## config.mk

```make
export PLATFORM = sky130hd
export DESIGN_NAME = glyph_render
export DESIGN_NICKNAME = d
export VERILOG_FILES = /design/src/rtl/glyph_pkg.sv /design/src/rtl/glyph_cursor.sv /design/src/rtl/glyph_walker.sv /design/src/rtl/glyph_render.sv
export SDC_FILE = /design/constraint.sdc
export NUM_CORES = 1
export LEC_CHECK = 0
export BUFFER_PORTS_ARGS = -buffer_cell sky130_fd_sc_hd__buf_2
export CAP_MARGIN = 5
export CORE_ASPECT_RATIO = 0.7
export CORE_UTILIZATION = 60
export CTS_BUF_LIST = sky130_fd_sc_hd__clkbuf_2
export CTS_CLUSTER_DIAMETER = 100
export DETAILED_ROUTE_END_ITERATION = 7
export PLACE_DENSITY = 0.82
export REMOVE_ABC_BUFFERS = 1
export SLEW_MARGIN = 40
export SYNTH_ARGS = -nofsm -noshare
export SYNTH_HDL_FRONTEND = slang
export SYNTH_SLANG_ARGS = --single-unit
```

## constraint.sdc

```tcl
create_clock -name clk -period 21.2 [get_ports clk]
set_input_delay 2.12 -clock clk [delete_from_list [all_inputs] [get_ports clk]]
set_output_delay 2.12 -clock clk [all_outputs]
set_load 0.03 [all_outputs]
```

## src/rtl/glyph_pkg.sv

```systemverilog
`timescale 1ns/1ps
package glyph_pkg;

  localparam int BYTE_W = 8;

  typedef enum logic [2:0] {
    ST_IDLE,
    ST_FETCH,
    ST_CAPT,
    ST_DATA,
    ST_CCOL,
    ST_CPAGE,
    ST_DONE
  } walk_st_t;

  // glyph entry start: base + column offset + code * bytes per glyph
  function automatic logic [31:0] glyph_start(input logic [31:0] base,
                                              input logic [31:0] ofs,
                                              input logic [31:0] code,
                                              input logic [31:0] stride,
                                              input logic [31:0] height);
    return base + ofs + code * (stride * height);
  endfunction

  function automatic logic [BYTE_W-1:0] col_cmd(input logic [5:0] col_lo);
    return {2'b01, col_lo};
  endfunction

  function automatic logic [BYTE_W-1:0] page_cmd(input logic [2:0] pg);
    return {5'b10111, pg};
  endfunction

endpackage

```

## src/rtl/glyph_cursor.sv

```systemverilog
`timescale 1ns/1ps
module glyph_cursor #(
  parameter int COL_W  = 8,
  parameter int PAGE_W = 3,
  parameter int DIM_W  = 5,
  parameter int HGT_W  = 4
) (
  input  logic              clk,
  input  logic              rst_n,
  input  logic              ev_load,
  input  logic [COL_W-1:0]  load_col,
  input  logic [PAGE_W-1:0] load_page,
  input  logic              ev_data,
  input  logic              ev_row_step,
  input  logic              ev_rewind,
  input  logic [DIM_W-1:0]  width,
  input  logic [HGT_W-1:0]  height,
  output logic [COL_W-1:0]  col,
  output logic [PAGE_W-1:0] page
);

  logic [COL_W-1:0]  col_nxt;
  logic [PAGE_W-1:0] page_nxt;

  always_comb begin
    col_nxt  = col;
    page_nxt = page;
    if (ev_data)     col_nxt = col_nxt + COL_W'(1);
    if (ev_row_step) begin
      col_nxt  = col_nxt - COL_W'(width);
      page_nxt = page + PAGE_W'(1);
    end
    if (ev_rewind)   page_nxt = page - PAGE_W'(height - HGT_W'(1));
  end

  always_ff @(posedge clk) begin
    if (!rst_n) begin
      col  <= '0;
      page <= '0;
    end else if (ev_load) begin
      col  <= load_col;
      page <= load_page;
    end else begin
      col  <= col_nxt;
      page <= page_nxt;
    end
  end

  // a lone data beat moves the column by exactly one
  assert_col_step_R6: assert property (@(posedge clk) disable iff (!rst_n)
    (ev_data && !ev_row_step && !ev_load) |=> (col == $past(col) + COL_W'(1)));

  // a row step moves one page down
  assert_page_step_R4: assert property (@(posedge clk) disable iff (!rst_n)
    (ev_row_step && !ev_load) |=> (page == $past(page) + PAGE_W'(1)));

  // cursor events never collide
  assert_events_exclusive_R4: assert property (@(posedge clk) disable iff (!rst_n)
    $onehot0({ev_load, ev_row_step, ev_rewind}));

endmodule

```

## src/rtl/glyph_walker.sv

```systemverilog
`timescale 1ns/1ps
module glyph_walker
  import glyph_pkg::*;
#(
  parameter int ADDR_W = 16,
  parameter int CODE_W = 8,
  parameter int OFS_W  = 4,
  parameter int DIM_W  = 5,
  parameter int HGT_W  = 4,
  parameter int COL_W  = 8,
  parameter int PAGE_W = 3
) (
  input  logic              clk,
  input  logic              rst_n,
  input  logic              start,
  input  logic [CODE_W-1:0] char_code,
  input  logic [ADDR_W-1:0] font_base,
  input  logic [OFS_W-1:0]  col_ofs,
  input  logic [DIM_W-1:0]  width,
  input  logic [HGT_W-1:0]  height,
  input  logic [DIM_W-1:0]  stride,
  output logic              rom_en,
  output logic [ADDR_W-1:0] rom_addr,
  input  logic [BYTE_W-1:0] rom_data,
  output logic              bus_valid,
  output logic              bus_is_data,
  output logic [BYTE_W-1:0] bus_byte,
  input  logic              bus_ready,
  input  logic [COL_W-1:0]  cur_col,
  input  logic [PAGE_W-1:0] cur_page,
  output logic              ev_load,
  output logic              ev_data,
  output logic              ev_row_step,
  output logic              ev_rewind,
  output logic [DIM_W-1:0]  width_q,
  output logic [HGT_W-1:0]  height_q,
  output logic              busy,
  output logic              done
);

  walk_st_t          st;
  logic [ADDR_W-1:0] ptr;
  logic [DIM_W-1:0]  bcnt;
  logic [HGT_W-1:0]  rcnt;
  logic [DIM_W-1:0]  stride_q;
  logic [BYTE_W-1:0] dbuf;
  logic              final_q;
  logic              byte_last;
  logic              row_last;
  logic              fire;
  logic [ADDR_W-1:0] next_row_ptr;

  assign byte_last    = (bcnt == width_q - DIM_W'(1));
  assign row_last     = (rcnt == height_q - HGT_W'(1));
  assign fire         = bus_valid && bus_ready;
  assign next_row_ptr = ptr + ADDR_W'(stride_q) - ADDR_W'(width_q) + ADDR_W'(1);

  // named internal events for the cursor and the assertions
  assign ev_load     = (st == ST_IDLE) && start;
  assign ev_data     = (st == ST_DATA) && bus_ready;
  assign ev_row_step = ev_data && byte_last && !row_last;
  assign ev_rewind   = ev_data && byte_last && row_last && (height_q > HGT_W'(1));

  assign rom_en      = (st == ST_FETCH);
  assign rom_addr    = ptr;
  assign bus_valid   = (st == ST_DATA) || (st == ST_CCOL) || (st == ST_CPAGE);
  assign bus_is_data = (st == ST_DATA);
  assign busy        = (st != ST_IDLE);
  assign done        = (st == ST_DONE);

  always_comb begin
    case (st)
      ST_DATA:  bus_byte = dbuf;
      ST_CCOL:  bus_byte = col_cmd(cur_col[5:0]);
      ST_CPAGE: bus_byte = page_cmd(cur_page[2:0]);
      default:  bus_byte = '0;
    endcase
  end

  always_ff @(posedge clk) begin
    if (!rst_n) begin
      st       <= ST_IDLE;
      ptr      <= '0;
      bcnt     <= '0;
      rcnt     <= '0;
      width_q  <= '0;
      height_q <= '0;
      stride_q <= '0;
      dbuf     <= '0;
      final_q  <= 1'b0;
    end else begin
      case (st)
        ST_IDLE: if (start) begin
          width_q  <= width;
          height_q <= height;
          stride_q <= stride;
          ptr      <= ADDR_W'(glyph_start(32'(font_base), 32'(col_ofs),
                                          32'(char_code), 32'(stride), 32'(height)));
          bcnt     <= '0;
          rcnt     <= '0;
          final_q  <= 1'b0;
          st       <= ST_FETCH;
        end
        ST_FETCH: st <= ST_CAPT;
        ST_CAPT: begin
          dbuf <= rom_data;
          st   <= ST_DATA;
        end
        ST_DATA: if (bus_ready) begin
          if (!byte_last) begin
            bcnt <= bcnt + DIM_W'(1);
            ptr  <= ptr + ADDR_W'(1);
            st   <= ST_FETCH;
          end else begin
            bcnt <= '0;
            if (!row_last) begin
              rcnt <= rcnt + HGT_W'(1);
              ptr  <= next_row_ptr;
              st   <= ST_CCOL;
            end else if (height_q > HGT_W'(1)) begin
              final_q <= 1'b1;
              st      <= ST_CCOL;
            end else begin
              st <= ST_DONE;
            end
          end
        end
        ST_CCOL:  if (bus_ready) st <= ST_CPAGE;
        ST_CPAGE: if (bus_ready) st <= final_q ? ST_DONE : ST_FETCH;
        ST_DONE:  st <= ST_IDLE;
        default:  st <= ST_IDLE;
      endcase
    end
  end

  // a pending request holds its content until accepted
  assert_hold_request_R7: assert property (@(posedge clk) disable iff (!rst_n)
    (bus_valid && !bus_ready) |=> (bus_valid && $stable(bus_byte) && $stable(bus_is_data)));

  // an accepted column command is followed by a page command
  assert_col_then_page_R4: assert property (@(posedge clk) disable iff (!rst_n)
    (fire && !bus_is_data && bus_byte[7:6] == 2'b01)
      |=> (bus_valid && !bus_is_data && bus_byte[7:3] == 5'b10111));

  // completion is a single-cycle pulse
  assert_done_pulse_R8: assert property (@(posedge clk) disable iff (!rst_n)
    done |=> !done);

  // no ROM or panel traffic while idle
  assert_quiet_idle_R9: assert property (@(posedge clk) disable iff (!rst_n)
    !busy |-> (!bus_valid && !rom_en));

  // every data request follows a ROM read two cycles earlier or is a held one
  assert_data_after_read_R2: assert property (@(posedge clk) disable iff (!rst_n)
    rom_en |=> ##1 (bus_valid && bus_is_data));

endmodule

```

## src/rtl/glyph_render.sv

```systemverilog
`timescale 1ns/1ps
module glyph_render
  import glyph_pkg::*;
#(
  parameter int ADDR_W = 16,
  parameter int CODE_W = 8,
  parameter int OFS_W  = 4,
  parameter int DIM_W  = 5,
  parameter int HGT_W  = 4,
  parameter int COL_W  = 8,
  parameter int PAGE_W = 3
) (
  input  logic              clk,
  input  logic              rst_n,
  input  logic              start,
  input  logic [CODE_W-1:0] char_code,
  input  logic [ADDR_W-1:0] font_base,
  input  logic [OFS_W-1:0]  col_ofs,
  input  logic [DIM_W-1:0]  glyph_w,
  input  logic [HGT_W-1:0]  glyph_h,
  input  logic [DIM_W-1:0]  row_stride,
  input  logic [COL_W-1:0]  cur_col_in,
  input  logic [PAGE_W-1:0] cur_page_in,
  output logic              rom_en,
  output logic [ADDR_W-1:0] rom_addr,
  input  logic [BYTE_W-1:0] rom_data,
  output logic              bus_valid,
  output logic              bus_is_data,
  output logic [BYTE_W-1:0] bus_byte,
  input  logic              bus_ready,
  output logic              busy,
  output logic              done,
  output logic [COL_W-1:0]  cur_col,
  output logic [PAGE_W-1:0] cur_page
);

  logic             ev_load;
  logic             ev_data;
  logic             ev_row_step;
  logic             ev_rewind;
  logic [DIM_W-1:0] width_q;
  logic [HGT_W-1:0] height_q;

  glyph_walker #(
    .ADDR_W(ADDR_W), .CODE_W(CODE_W), .OFS_W(OFS_W), .DIM_W(DIM_W),
    .HGT_W(HGT_W), .COL_W(COL_W), .PAGE_W(PAGE_W)
  ) walker_i (
    .clk        (clk),
    .rst_n      (rst_n),
    .start      (start),
    .char_code  (char_code),
    .font_base  (font_base),
    .col_ofs    (col_ofs),
    .width      (glyph_w),
    .height     (glyph_h),
    .stride     (row_stride),
    .rom_en     (rom_en),
    .rom_addr   (rom_addr),
    .rom_data   (rom_data),
    .bus_valid  (bus_valid),
    .bus_is_data(bus_is_data),
    .bus_byte   (bus_byte),
    .bus_ready  (bus_ready),
    .cur_col    (cur_col),
    .cur_page   (cur_page),
    .ev_load    (ev_load),
    .ev_data    (ev_data),
    .ev_row_step(ev_row_step),
    .ev_rewind  (ev_rewind),
    .width_q    (width_q),
    .height_q   (height_q),
    .busy       (busy),
    .done       (done)
  );

  glyph_cursor #(
    .COL_W(COL_W), .PAGE_W(PAGE_W), .DIM_W(DIM_W), .HGT_W(HGT_W)
  ) cursor_i (
    .clk        (clk),
    .rst_n      (rst_n),
    .ev_load    (ev_load),
    .load_col   (cur_col_in),
    .load_page  (cur_page_in),
    .ev_data    (ev_data),
    .ev_row_step(ev_row_step),
    .ev_rewind  (ev_rewind),
    .width      (width_q),
    .height     (height_q),
    .col        (cur_col),
    .page       (cur_page)
  );

endmodule

```

Word-level counts from Yosys, hierarchy flattened:

Cells that the tools add are included.
W data, S select, Z words.

* latch bits: 0
* register bits after elaboration: 62
* memory bits (writable): 0
* memory bits (read-only): 0
* memories: 0
* word-level logic and storage cells: 100

* equal/unequal tests: 17
* divide/modulo/power cells: 0
* add/sub/neg operators: 14
* reductions and logical operators: 19
* order comparisons: 1
* $mul: 2
* bitwise gates (word level): 0
* muxes and demuxes: 36
* shifts and indexed selects: 0

Operators with widths (number)
* $mux W16: 4
* $add A16 B1 Y16 const B: 2
* $pmux W16 S2: 1
* $mux W3: 10
* $mux W8: 3
* $pmux W8 S3: 1
* $pmux W3 S6: 1
* $add A16 B16 Y16: 1
* $add A16 B4 Y16: 1
* $add A16 B5 Y16: 1
* $mul A8 B9 Y16: 1
* $mux W4: 4
* $sub A16 B5 Y16: 1
* $mux W5: 3
* $pmux W5 S2: 1
* $eq A3 B3 Y1 const B: 3
* $mul A5 B4 Y9: 1
* $add A8 B1 Y8 const B: 1
* $ne A2 B1 Y1 const B: 4
* $ne A2 B2 Y1 const B: 4
* $pmux W4 S2: 1
* $reduce_and A4 Y1: 2
* $sub A8 B5 Y8: 1
* $eq A3 B2 Y1 const B: 2
* 24 further kinds: 35

Longest topological paths before layout:

* depth after elaboration: 7
* gate-level depth with buffers: 28
* gate-level depth less buffers: 27

By module:

A second synthesis with hierarchy kept.

* cell total of the unflattened synthesis: 1022
* area total of the unflattened synthesis: 8405.6 sq um

Modules (own cells, without submodules)
* glyph_walker: cells an instance 895, sequential area each 1021.0 sq um, area an instance 7434.6 sq um, times used 1
* glyph_cursor: cells an instance 127, sequential area each 220.2 sq um, area an instance 970.9 sq um, times used 1

Worst setup path after synthesis:

OpenSTA, ideal clock, no wires.

* path type: input to register
* start: in row_stride[0]
* end: reg walker_i.ptr[12] (netlist: walker_i.rom_addr[12])
* arrival: 8.580 ns
* required time: 21.080 ns
* stages on the path: 27
* path buffers: 1
* slack: 12.500 ns
* cell sequence: clkbuf_1 -> nand2_1 -> fa_1 -> inv_1 -> fa_1 -> inv_1 -> fa_1 -> nor2b_1 -> o31a_1 -> o21a_1 -> nor2_1 -> xnor2_1 -> nand2_1 -> fa_1 -> inv_1 -> fa_1 -> fa_1 -> fa_1 -> ha_1 -> ha_1 -> and2_1 -> a31o_2 -> a41oi_1 -> a21oi_1 -> xnor2_1 -> nor2_1 -> o31a_1

* cells in the longest elaborated chain, start to end: 5

Ends and longest elaborated chain
* from (decl): line glyph_render.sv:21 `input logic [DIM_W-1:0] row_stride,`
* $mul A5 B4 Y9: line glyph_pkg.sv:22 `return base + ofs + code * (stride * height);`
* $mul A8 B9 Y16: line glyph_pkg.sv:22
* $add A16 B16 Y16: line glyph_pkg.sv:22
* $mux W16: line glyph_walker.sv:93 `ST_IDLE: if (start) begin`
* $pmux W16 S2: line glyph_walker.sv:92 `case (st)`
* to (signal assigned): line glyph_walker.sv:97 `ptr <= ADDR_W'(glyph_start(32'(font_base), 32'(col_ofs),`
* to (signal assigned): line glyph_walker.sv:112 `ptr <= ptr + ADDR_W'(1);`
* to (signal assigned): line glyph_walker.sv:118 `ptr <= next_row_ptr;`
* to (decl): line glyph_walker.sv:42 `logic [ADDR_W-1:0] ptr;`

Every way passes these cells. The select of a mux whose other input is x is not followed.
A chain may end at the register's enable or synchronous reset.

Worst setup path in the final report:

* start: in row_stride[0]
* end: reg walker_i.ptr[15] (netlist: walker_i.rom_addr[15])

Same word-level chain as after synthesis.

==> metrics.csv <==
metric;value;unit
via_per_inst;5.78;
die-area;14400;sq um
portBuffers;104;
critical_path.startpoint_type;input pin;
antenna_found_initial;1;
grt_pass1_vias;7102;
maxCapViolations;0;
dp_slack;11920;ps
clockRootBuffer;clkbuf_2;
cts_buffers;9;
htree_levels;3;
cp_max_fo;12;
ant_nets;0;
grt_max_degree;34;
synth_top_area_cell;fa_1;
synth_mux_area_frac;0.0205;
synth_top_family_by_area;adder cells;
setup_violations;0;
firstDrtPassIters;5;
ys_seq_area_frac;0.148;
fin_setup_tns;0;ps
post_cts_resized;0;
relSlewSlack;0.418;
die_h;101;microns
fin_crit_sh;0.412;
max-vdd-ir-drop;0.159;mV
worstMarginPinSlew;866;ps
p_total;1.35;mW
nets;1350;
synth_enable_flop_cells;0;
grt_use_total;0.302;
finalInstanceArea;9230;sq um
period_needed;8730;ps
core_area;13400;sq um
critPathCaptureType;register;
ioPinCount;105;
synthXorXnorAreaFrac;0.0727;
synth-adder-area-share;0.318;
whs;487;ps
grt_pass1_wl;34200;microns
synthSimpleGateAreaFrac;0.210;
critical_path_class;in -> reg;
synthFlopType;dfxtp_1;
synth-compound-area-share;0.156;
rows;35;
placed_cell_area;9020;sq um
drive_gt1_frac;0.126;
vias;7537;
p_leak;4.44;nW
gp_congestion;0.896;
rsz0062_at_grt;false;
synth_area;8380;sq um
synth-seq-cells;62;
wire_per_inst;15.9;microns
slowest_delay;550;ps
fin_skew;33.6;ps
fmax;0.114;GHz
fp.dieW;143;microns
syn_avg_cell_area;8.14;sq um
cts_tree;yes;
ys_top_cells_by_area;fa_1 17%, ha_1 15%, dfxtp_1 15%, inv_1 5.7%, nand2_1 5.6%;
netlist_instances;1029;
initial_utilization;0.625;
syn_to_final_growth;10.2;%
drt-initial-drc-count;625;
drc;0;
cp.required;21670;ps
critPathSlowestCell;fa_1;
overflow;0;
clock_latency;570;ps
hpwl;16300;microns
crit_top_cell;fa_1;
drt-total-wl;20700;microns
layout_setup_ws;12470;ps
p_per_area;146;nW/um^2
hp-class;reg -> reg;
netlist-cell-type-count;69;
post_cts_buffers;0;
final-max-slew-violation-count;0;
worstPathArrival;9200;ps
clk_pin_slew;200;ps
ys.warnings.count;0;
synth_top_cell_area_share;0.167;
cts_sinks;62;
async_reset_ff_frac;0;
hold_viol;0;
hold_buffers;0;
status;finished, final reports clean;
cts_buffer_depth;2;
[where the power goes]
part / internal (mW) / switching, mW / total [mW]
clock: 0.0632 / 0.0514 / 0.115
combinational: 0.470 / 0.603 / 1.07
sequential: 0.134 / 0.0297 / 0.164
total: 0.668 / 0.684 / 1.35
[path summary, 6_finish.rpt]
check | endpoint | cells past startpoint | from | slack, ps
worst max-delay path | walker_i.rom_addr[15] | 25 | row_stride[0] | 12470
worst min-delay path | walker_i.height_q[1] | 2 | walker_i.height_q[1] | 490
worst max register to register | cursor_i.col[7] | 15 | walker_i.st[1] | 16740
worst min register to register | walker_i.height_q[1] | 2 | walker_i.height_q[1] | 490
[critical path, delay by kind of cell]
| family | cells | cell delay [ps] |
|---|---|---|
| adder cells (fa/ha/maj) | 9 | 4150 |
| buffers and inverters | 4 | 400 |
| AND/OR/NAND/NOR | 4 | 580 |
| multiplexers | 1 | 220 |
| AO/OA/AOI/OAI | 7 | 1710 |
[flip-flops by register name (all words and copies together), names as in the netlist]
signal	flops
walker_i.rom_addr	16
cursor_i.col	8
walker_i.dbuf	8
walker_i.bcnt	5
walker_i.stride_q	5
walker_i.width_q	5
walker_i.height_q	4
walker_i.rcnt	4
cursor_i.page	3
walker_i.st	3
walker_i.final_q	1
[synthesized netlist by cell type (9+ instances only)]
master / number
dfxtp_1: 62
nor2b_1: 12
inv_1: 127
nand3_1: 20
o211ai_1: 11
xor2_1: 22
a211oi_1: 11
xnor2_1: 45
buf_2: 9
a21oi_1: 65
nand2_1: 125
and3_1: 13
ha_1: 101
nand2b_1: 11
fa_1: 70
nand4_1: 10
nor3_1: 14
clkbuf_1: 21
nor2_1: 59
mux2i_1: 16
o21ai_0: 37
and2_1: 54
a21o_1: 12
[per-stage QoR]
| stage | utilization | std cells |
|---|---|---|
| 2_1_floorplan | - | 993 |
| 6_report | 0.689 | 1305 |
| 3_3_place_gp | 0.673 | 1288 |
| 4_1_cts | 0.687 | 1304 |
| 5_1_grt | 0.689 | 1305 |
| 3_5_place_dp | 0.673 | 1288 |
[per-layer routing]
metal / up-vias / global-route usage / routed length (microns)
met3: 23 / 0.0670 / 1790
met4: 0 / 0.0524 / 151
li1: 3651 / - / -
met1: 3545 / 0.446 / 10000
met5: - / 0 / 0
met2: 318 / 0.454 / 8770
[logic make-up (layout without fill, tap and decap cells)]
kind of cell | count (synthesis) | after routing
adder cells (fa/ha/maj) | 171 | 171
buffers and inverters | 163 | 253
multiplexers | 17 | 17
XOR/XNOR | 68 | 68
AO/OA/AOI/OAI | 198 | 198
AND/OR/NAND/NOR | 350 | 350
flip-flops | 62 | 62
other | 0 | 1
[layout make-up]
class	instances	area [sq um]
well taps	185	231
multi-input cells	804	6520
diodes	1	2.50
inverters	127	477
clock inverters	7	145
clock buffers	9	45.0
flip-flops and latches	62	1240
repair buffers	110	566
fillers	1125	4170
[placed cells by master (no fill, tap or decap), types with 3 or more instances in the layout]
cell type and instances:
nand4_1 10, xnor2_1 45, a221oi_1 6, a311oi_1 6
or3_1 6, nand3b_1 3, a211o_1 5, mux2i_1 16
nand4b_1 3, buf_4 6, a21o_1 12, inv_1 127
buf_2 104, nand3_1 20, and2_1 54, a22o_1 8
bufinv_16 4, ha_1 101, xor2_1 22, a21oi_1 65
dfxtp_1 62, o311ai_0 3, o31a_1 3, or4_1 3
a211oi_1 11, nor2_1 59, a31oi_1 8, fa_1 70
nand2b_1 11, clkbuf_2 9, nor3_1 14, o21bai_1 3
o21ai_0 37, nor2b_1 12, and3_1 13, o211ai_1 11
nand2_1 124
(Power assumes the default switching activity.)
